**src/rtl/hpte_pkg.sv**
```systemverilog
package hpte_pkg;
  localparam int unsigned WORD_W     = 64;
  localparam int unsigned BASE_SHIFT = 12;
  localparam int unsigned AVPN_DROP  = 11;
  localparam int unsigned AVPN_LSB   = 7;
  localparam int unsigned SEG_W      = 2;
  localparam int unsigned AVPN_W     = WORD_W - SEG_W - AVPN_LSB;
  localparam int unsigned LP_POS     = 12;

  typedef struct packed {
    logic       pp0;
    logic       no_exec;
    logic [3:0] wimg;
    logic [1:0] pp;
  } hpte_prot_t;
endpackage

```
**src/rtl/hpte_v_build.sv**
```systemverilog
module hpte_v_build
  import hpte_pkg::*;
(
  input  logic [WORD_W-1:0] vpn,
  input  logic [AVPN_W-1:0] avpn_mask,
  input  logic [SEG_W-1:0]  seg_size,
  input  logic              is_large,
  input  logic              pte_valid,
  input  logic              secondary,
  input  logic              bolted,
  output logic [WORD_W-1:0] v_word
);
  logic [AVPN_W-1:0] avpn_raw;
  logic [AVPN_W-1:0] avpn_kept;

  always_comb begin
    avpn_raw  = AVPN_W'(vpn >> AVPN_DROP);
    avpn_kept = avpn_raw & ~avpn_mask;
    v_word    = {seg_size, avpn_kept, 2'b00, bolted, 1'b0, is_large,
                 secondary, pte_valid};
  end
endmodule

```
**src/rtl/hpte_r_build.sv**
```systemverilog
module hpte_r_build
  import hpte_pkg::*;
#(
  parameter int unsigned LP_W = 8
) (
  input  logic [WORD_W-1:0] pa,
  input  logic [5:0]        pg_shift,
  input  logic [LP_W-1:0]   pg_lp,
  input  logic              is_large,
  input  hpte_prot_t        prot,
  output logic [WORD_W-1:0] r_word
);
  localparam logic [WORD_W-1:0] RPN_MASK = 64'h0FFF_FFFF_FFFF_F000;

  logic [WORD_W-1:0] keep_mask;
  logic [WORD_W-1:0] addr_part;
  logic [WORD_W-1:0] attr_part;

  always_comb begin
    keep_mask = ~((WORD_W'(1) << pg_shift) - WORD_W'(1));
    if (is_large)
      addr_part = (pa & keep_mask) | (WORD_W'(pg_lp) << LP_POS);
    else
      addr_part = pa & RPN_MASK;
    attr_part = {prot.pp0, 56'd0, prot.wimg, prot.no_exec, prot.pp};
    r_word    = addr_part | attr_part;
  end
endmodule

```
**src/rtl/hpte_v_match.sv**
```systemverilog
module hpte_v_match
  import hpte_pkg::*;
(
  input  logic [WORD_W-1:0] stored,
  input  logic [WORD_W-1:0] key,
  output logic              hit
);
  logic [WORD_W-1:0] diff;

  always_comb begin
    diff = (stored ^ key) >> AVPN_LSB;
    hit  = (diff == '0);
  end
endmodule

```
**src/rtl/hpte_encoder.sv**
```systemverilog
module hpte_encoder
  import hpte_pkg::*;
#(
  parameter int unsigned LP_W = 8
) (
  input  logic              clk,
  input  logic              rst_n,
  input  logic              enc_valid,
  input  logic [63:0]       vpn,
  input  logic [63:0]       pa,
  input  logic [1:0]        seg_size,
  input  logic [5:0]        pg_shift,
  input  logic [LP_W-1:0]   pg_lp,
  input  logic [54:0]       avpn_mask,
  input  logic              pte_valid,
  input  logic              secondary,
  input  logic              bolted,
  input  logic [1:0]        pp,
  input  logic              pp0,
  input  logic              no_exec,
  input  logic [3:0]        wimg,
  input  logic [63:0]       cmp_stored,
  input  logic [63:0]       cmp_key,
  output logic              out_valid,
  output logic [63:0]       v_word,
  output logic [63:0]       r_word,
  output logic              match
);
  // reset synchronizer: asserts asynchronously, releases on the clock
  logic [1:0] rst_sync_q;
  logic       rst_int_n;

  always_ff @(posedge clk or negedge rst_n) begin
    if (!rst_n) rst_sync_q <= 2'b00;
    else        rst_sync_q <= {rst_sync_q[0], 1'b1};
  end
  assign rst_int_n = rst_sync_q[1];

  logic              large_sel;
  hpte_prot_t        prot;
  logic [WORD_W-1:0] v_enc, r_enc;
  logic              hit_enc;

  assign large_sel = (pg_shift != 6'(BASE_SHIFT));
  assign prot      = '{pp0: pp0, no_exec: no_exec, wimg: wimg, pp: pp};

  hpte_v_build u_vbuild (
    .vpn(vpn), .avpn_mask(avpn_mask), .seg_size(seg_size), .is_large(large_sel),
    .pte_valid(pte_valid), .secondary(secondary), .bolted(bolted), .v_word(v_enc)
  );

  hpte_r_build #(.LP_W(LP_W)) u_rbuild (
    .pa(pa), .pg_shift(pg_shift), .pg_lp(pg_lp), .is_large(large_sel),
    .prot(prot), .r_word(r_enc)
  );

  hpte_v_match u_match (.stored(cmp_stored), .key(cmp_key), .hit(hit_enc));

  // next-state process with explicit capture enable
  logic              valid_d;
  logic [WORD_W-1:0] v_d, r_d;
  logic              match_d;

  always_comb begin
    valid_d = enc_valid;
    v_d     = v_word;
    r_d     = r_word;
    match_d = match;
    if (enc_valid) begin
      v_d     = v_enc;
      r_d     = r_enc;
      match_d = hit_enc;
    end
  end

  always_ff @(posedge clk or negedge rst_int_n) begin
    if (!rst_int_n) begin
      out_valid <= 1'b0;
      v_word    <= '0;
      r_word    <= '0;
      match     <= 1'b0;
    end else begin
      out_valid <= valid_d;
      v_word    <= v_d;
      r_word    <= r_d;
      match     <= match_d;
    end
  end

  assert_valid_pipe_R2: assert property (@(posedge clk) disable iff (!rst_int_n)
    enc_valid |=> out_valid);
  assert_idle_hold_R2: assert property (@(posedge clk) disable iff (!rst_int_n)
    !enc_valid |=> (!out_valid && $stable(v_word) && $stable(r_word) && $stable(match)));
  assert_seg_code_R4: assert property (@(posedge clk) disable iff (!rst_int_n)
    enc_valid |=> (v_word[63:62] == $past(seg_size)));
  assert_flags_R5: assert property (@(posedge clk) disable iff (!rst_int_n)
    enc_valid |=> (v_word[0] == $past(pte_valid) && v_word[1] == $past(secondary) &&
                   v_word[4] == $past(bolted) && v_word[3] == 1'b0));
  assert_large_flag_R6: assert property (@(posedge clk) disable iff (!rst_int_n)
    enc_valid |=> (v_word[2] == ($past(pg_shift) != 6'd12)));
  assert_prot_low_R9: assert property (@(posedge clk) disable iff (!rst_int_n)
    enc_valid |=> (r_word[1:0] == $past(pp) && r_word[6:3] == $past(wimg) &&
                   r_word[2] == $past(no_exec)));
  assert_key_equal_R10: assert property (@(posedge clk) disable iff (!rst_int_n)
    (enc_valid && cmp_stored == cmp_key) |=> match);
endmodule

```
**config.mk**
```make
export PLATFORM = sky130hd
export DESIGN_NAME = hpte_encoder
export DESIGN_NICKNAME = d
export VERILOG_FILES = /design/src/rtl/hpte_pkg.sv /design/src/rtl/hpte_v_build.sv /design/src/rtl/hpte_r_build.sv /design/src/rtl/hpte_v_match.sv /design/src/rtl/hpte_encoder.sv
export SDC_FILE = /design/constraint.sdc
export NUM_CORES = 1
export LEC_CHECK = 0
export BUFFER_PORTS_ARGS = -buffer_cell sky130_fd_sc_hd__buf_2
export CAP_MARGIN = 10
export CORE_AREA = 2 2 185 187
export DETAILED_ROUTE_END_ITERATION = 8
export DIE_AREA = 0 0 187 189
export PLACE_DENSITY = 0.49
export REMOVE_ABC_BUFFERS = 1
export SYNTH_ARGS = -nofsm -noshare
export SYNTH_HDL_FRONTEND = slang
export SYNTH_SLANG_ARGS = --single-unit
```
**constraint.sdc**
```tcl
create_clock -name clk -period 4.87 [get_ports clk]
set_input_delay 0 -clock clk [delete_from_list [all_inputs] [get_ports clk]]
set_output_delay 0 -clock clk [all_outputs]
set_load 0.05 [all_outputs]
```
==> metrics.yaml, run 1 <==
die:
  die_y_um: 189
  dieArea_sq_um: 35300
  rows: 67
  core_sq_um: 33300
  start_util_pct: 21.6
  fp.dieW_um: 187
  ios: 471
yosys:
  synth_edf_count: 0
  synth_area_leaders: "dfrtp_1 (44%), o21ai_0 (6.1%), nand3b_1 (5.7%)"
  synth_adder_area_share_pct: 0.174
  synth_compound_gate_area_share_pct: 20.0
  synth_top_area_share_pct: 44.2
  ys.warnings.count: 0
  synth_top_cell_by_area: "dfrtp_1"
  avgSynthCellArea_sq_um: 9.02
  synth_xor_area_share_pct: 5.97
  ys.flop_type: "dfrtp_1"
  synthMuxAreaShare_pct: 1.48
  syn_inst: 797
  synth.distinct_cells: 66
  ys_seq_elements: 127
  synth_top_family_by_area: "compound AO/OA/AOI/OAI gates"
  ys_seq_area_share_pct: 44.2
  syn-cell-area_sq_um: 7190
  synthSimpleGateAreaFrac_pct: 19.3
  async_flop_share_pct: 100
sta:
  tns_ns: 0
  worst_pin_slew_ns: 0.969
  period_needed_ns: 3.19
  finClkSkew_ns: 0.00793
  hold_viol: 0
  slew-limit-headroom_pct: 35.4
  fmax_mhz: 313
  fin_crit_sh_pct: 65.5
  rsz0062_at_grt: "false"
  finalSetupViolations: 0
  slew_violations: 0
power_and_ir_drop:
  p_leak_nw: 5.83
  cellPowerDensity_nw_per_um2: 294
  ir_drop_mv: 0.213
cts:
  root_buffer: "clkbuf_16"
  cts_tree: "yes"
  cts_max_level: 4
  clockBufferDepth: 2
  clk_latency_ns: 0.43
  cts_buffers: 17
  clkSlewWorstSetupHoldPaths_ns: 0.06
  cts_sinks: 127
setup_path:
  worst-r2r-cell-count: 1
  r2r_slack_ns: 3.37
  path_cells: "buf_2 -> nor3_1 -> nand3_1 -> ha_1 -> a21boi_1 -> o21ai_0 -> xor2_1 -> o41a_1 -> dlygate4sd3_1"
  cp_max_fo: 24
  worstSetupStartpointType: "input port"
  critical_path_class: "input port to register"
  cp.required_ns: 5.17
  crit_path_top_delay_cell: "ha_1"
  critical_path.max_stage_delay_ns: 0.72
  endpoint_kind: "register"
  r2r_end: "r_word[34]$_DFFE_PN0P_"
  worstReg2RegStart: "rst_sync_q[1]$_DFF_PN0_"
  worstPathArrival_ns: 3.49
grt:
  grt_pass1_vias: 8760
  grt.total_usage_pct: 19.1
  grt.overflow.total: 0
  grt_max_degree: 128
  antenna_found_initial: 8
  grt_pass1_wl_mm: 50.9
min_path:
  hp-start: "pa[55]"
  whs_endpoint: "r_word[55]$_DFFE_PN0P_"
  min_path_type: "input port to register"
  whs_path_depth: 3
routing:
  wl_per_cell_um: 18.2
  drt-total-wl_mm: 34.0
  dr.pass1.iters: 5
  routed_via_density: 4.48
  vias: 8360
  drt_iter0_markers: 448
  drc_errors: 0
  ant_nets: 0
finish:
  nets: 1746
  area_delta_synth_final_pct: 72.1
  layout_common_cells: "buf_2 (437), dlygate4sd3_1 (197), dfrtp_1 (126), inv_1 (91), o21ai_0 (87)"
  fin_util_pct: 37.2
  drive_above_1_share_pct: 35.2
  final_common_cell: "buf_2"
place:
  hpwl_mm: 25.3
  port_buffers: 438
  gp_congestion: 0.830
flow_run:
  maxCapViolCount: 0
outcome:
  status: "finished clean"
[routing by layer]
metal	routed length, um	GRT usage, %
met5	39	0
met4	852	6.50
met3	2320	4.71
met2	17900	35.9
met1	12900	20.7
[how the worst max path moves through the flow]
stage / startpoint / end / slack [ns] / cells after the start
after floorplan: rst_sync_q[1]$_DFF_PN0_ / match$_DFFE_PN0P_ / 1.07 / 0
after global placement: pg_shift[1] / r_word[54]$_DFFE_PN0P_ / 1.77 / 8
after detailed placement: pg_shift[1] / r_word[54]$_DFFE_PN0P_ / 1.73 / 8
after CTS: pg_shift[1] / r_word[18]$_DFFE_PN0P_ / 1.69 / 9
after global routing: pg_shift[1] / r_word[18]$_DFFE_PN0P_ / 1.44 / 9
final: pg_shift[1] / r_word[18]$_DFFE_PN0P_ / 1.68 / 9
[area by class of cell]
class	count	area, sq um
well taps	448	561
diodes	3	7.51
flip-flops and latches	127	3180
inverters	91	342
fillers	3464	20900
repair buffers	643	4240
clock inverters	12	183
clock buffers	20	457
multi-input cells	524	3390
[registers in the layout, summed over array words and instances (netlist names)]
name / cells
r_word: 64
v_word: 59
rst_sync_q: 2
match: 1
out_valid: 1
[worst max-delay path: cells and delay by family]
kind / cells / cell delay (ns)
xor gates and xnor gates: 1 / 0.22
AOI/OAI and AO/OA: 3 / 1.20
buffers and inverters: 2 / 0.95
adders and majority gates: 1 / 0.72
and+or+nand+nor: 2 / 0.37
[Yosys cell counts (7+ instances only)]
cell / count
nor2_1: 41
nand4_1: 17
o2bb2ai_1: 16
dfrtp_1: 127
nor3_1: 8
nand3b_1: 55
nand2_1: 39
buf_2: 16
xnor2_1: 24
a31oi_1: 7
nand3_1: 16
xor2_1: 25
nand2b_1: 10
o211ai_1: 11
nor2b_1: 23
buf_4: 9
a21oi_1: 25
a21o_1: 9
nor4_1: 8
a31o_2: 7
o21ai_0: 87
inv_1: 91
clkbuf_1: 26
[logic make-up (layout without fill, tap and decap cells)]
kind of cell / count (synthesis) / in the layout
buffers and inverters: 150 / 766
AOI/OAI and AO/OA: 218 / 218
muxes: 10 / 10
other: 2 / 9
xor gates and xnor gates: 49 / 49
adders and majority gates: 1 / 1
DFF: 127 / 127
and+or+nand+nor: 240 / 240
[where the power goes]
part	switching (mW)	internal, mW	leakage, nW
Clock	0.526	0.888	0.303
Combinational	0.652	0.372	3.92
Sequential	0.0532	1.14	1.60
Total	1.23	2.40	5.83
[through the flow]
stage | cell area, sq um | power [mW] | hold WS (ns) | setup WS, ns | std cells
after floorplan | 6910 | 1.74 | -0.296 | 1.07 | 742
after global placement | 9750 | 2.11 | -0.213 | 1.77 | 1636
after detailed placement | 9750 | 2.12 | -0.212 | 1.73 | 1636
after CTS | 12400 | 3.69 | 0.00351 | 1.69 | 1865
after global routing | 12400 | 3.81 | 0.00570 | 1.44 | 1866
final | 12400 | 3.63 | 0.0126 | 1.68 | 1868
[repair_timing]
action | 4_1_cts | 5_1_grt
setup buffers | 0 | 0
resized for setup | 0 | 0
endpoints found under the hold margin | 125 | 0
hold buffers | 197 | 0
Note: power is estimated with default switching activity, not from simulation.
==> run 2, diff against run 1 <==
clock period = 3 ns   (was 4.87 ns; I/O delays follow)
==> run 2 against run 1 <==
  * Sequential share of layout area fell by 0.37 points
  * Via count about the same
  * Largest cell class unchanged
  * Cell count grew 0.91%
  * Die area is the same
  * Cell area is 1.5% higher
  * Clock-buffer cell count is the same
  * Non-clock buffer count up 17
  * Setup slack worse by 1.3 ns
==> metrics.yaml, run 2 (synthesized netlist as in run 1, its figures left out) <==
grt:
  grt_pass1_wl_mm: 50.8  # about the same
  grt_pass1_vias: 8714  # -0.53%
  grt.total_usage_pct: 19.1  # about the same
  grt.overflow.total: 0  # unchanged
  grt_max_degree: 207  # +62%
  antenna_found_initial: 9  # +1
routing:
  dr.pass1.iters: 7  # +2
  drc_errors: 0  # unchanged
  vias: 8367  # +0.084%
  routed_via_density: 4.44  # -0.82%
  drt-total-wl_mm: 34.0  # -0.20%
  ant_nets: 0  # unchanged
  wl_per_cell_um: 18.0  # -1.1%
  drt_iter0_markers: 378  # -16%
sta:
  rsz0062_at_grt: "false"
  tns_ns: 0  # unchanged
  hold_viol: 0  # unchanged
  setup_ws_ns: 0.408  # -1.27 ns
  worst_pin_slew_ns: 0.871  # -0.0976 ns
  slew-limit-headroom_pct: 41.9  # +6.5 points
  fin_crit_sh_pct: 86.4
  finalSetupViolations: 0  # unchanged
  fmax_mhz: 386
  slew_violations: 0  # unchanged
  period_needed_ns: 2.59
  finClkSkew_ns: 0.00455  # -0.00338 ns
die:
  core_sq_um: 33300  # unchanged
  dieArea_sq_um: 35300  # unchanged
  die_y_um: 189  # unchanged
  start_util_pct: 21.6  # unchanged
  rows: 67  # unchanged
  ios: 471  # unchanged
  fp.dieW_um: 187  # unchanged
finish:
  layout_common_cells: "buf_2 (437), dlygate4sd3_1 (201), dfrtp_1 (126), inv_1 (91), o21ai_0 (87)"
  fin_cells: 1885  # +0.91%
  drive_above_1_share_pct: 35.8  # +0.56 points
  top_regs: "r_word (64), v_word (59), rst_sync_q (2)"
  fin_util_pct: 37.7  # +0.55 points
  final_common_cell: "buf_2"
  nets: 1763  # +0.97%
  stdcell_area_sq_um: 12500  # +1.5%
  regMostFlops: "r_word"
  area_delta_synth_final_pct: 74.6
  largest_reg_flops: 64  # unchanged
cts:
  root_buffer: "clkbuf_16"
  ctsHoldBuffers: 201  # +2.0%
  cts_tree: "yes"
  cts_max_level: 4  # unchanged
  clkSlewWorstSetupHoldPaths_ns: 0.06  # about the same
  cts_buffers: 17  # unchanged
  post_cts_buffers: 0  # unchanged
  cts_resized: 0  # unchanged
  cts_sinks: 127  # unchanged
  clk_latency_ns: 0.42  # about the same
  clockBufferDepth: 2  # unchanged
setup_path:
  cp_max_fo: 18  # -25%
  startpoint: "pg_shift[2]"
  worstSetupStartpointType: "input port"
  worstReg2RegStart: "r_word[62]$_DFFE_PN0P_"
  cp.required_ns: 3.31  # -1.86 ns
  worstPathArrival_ns: 2.90  # -0.59 ns
  endpoint_kind: "register"
  critical_path_class: "input port to register"
power_and_ir_drop:
  p_leak_nw: 5.94  # +1.9%
  cellPowerDensity_nw_per_um2: 479  # +63%
  ir_drop_mv: 0.291  # +36%
place:
  dp.cells: 1649  # +0.79%
  hpwl_mm: 25.9  # +2.2%
  gp_congestion: 0.839  # +1.1%
  port_buffers: 438  # unchanged
  place_area_sq_um: 9860  # +1.1%
  place_ws_ns: 0.444  # -1.29 ns
outcome:
  status: "finished clean"
min_path:
  hp-start: "pa[55]"
  min_path_type: "input port to register"
flow_run:
  maxCapViolCount: 0  # unchanged
run 2: stage by stage:
step	hold WS (ns)	total power, mW
after floorplan	-0.296	2.83
after global placement	-0.210	3.45
after detailed placement	-0.207	3.46
after CTS	0.00656	6.10
after global routing	0.0299	6.28
final	0.00742	6.01
run 2: metal layers:
| layer | track usage [%] | vias up | part of all wire, % |
|---|---|---|---|
| li1 | - | 4047 | - |
| met1 | 20.5 | 3908 | 38 |
| met2 | 36.5 | 357 | 53 |
| met3 | 4.60 | 49 | 6.4 |
| met4 | 6.04 | 6 | 2.5 |
| met5 | 0 | - | 0.12 |
run 2: worst paths after layout:
| path | end | slack [ns] | cells after the start |
|---|---|---|---|
| min in group asynchronous | v_word[12]$_DFFE_PN0P_ | 0.33 | 0 |
| max in group asynchronous | r_word[12]$_DFFE_PN0P_ | 1.73 | 1 |
| worst max register to register | r_word[62]$_DFFE_PN0P_ | 1.64 | 3 |
| worst min register to register | v_word[12]$_DFFE_PN0P_ | 0.33 | 0 |
| worst min-delay path | r_word[55]$_DFFE_PN0P_ | 0.007 | 3 |
| worst max-delay path | r_word[18]$_DFFE_PN0P_ | 0.41 | 9 |
run 2: area by class of cell:
type / instances / area [sq um]
Inverter: 91 / 342
Clock buffer: 20 / 467
Fill cell: 3420 / 20700
Timing Repair Buffer: 660 / 4390
Clock inverter: 12 / 205
Antenna cell: 3 / 7.51
Tap cell: 448 / 561
Multi-Input combinational cell: 524 / 3390
Sequential cell: 127 / 3180
run 2: worst max-delay path: stages:
cell	delay [ns]
buf_2	0.25
nor3_1	0.14
nand2_1	0.09
ha_1	0.54
a21boi_1	0.58
o21ai_0	0.22
xor2_1	0.20
o41a_1	0.31
dlygate4sd3_1	0.55
run 2: power by group:
part           internal [mW]  switching (mW)
combinational          0.621            1.06
clock                   1.55           0.838
sequential              1.86          0.0806
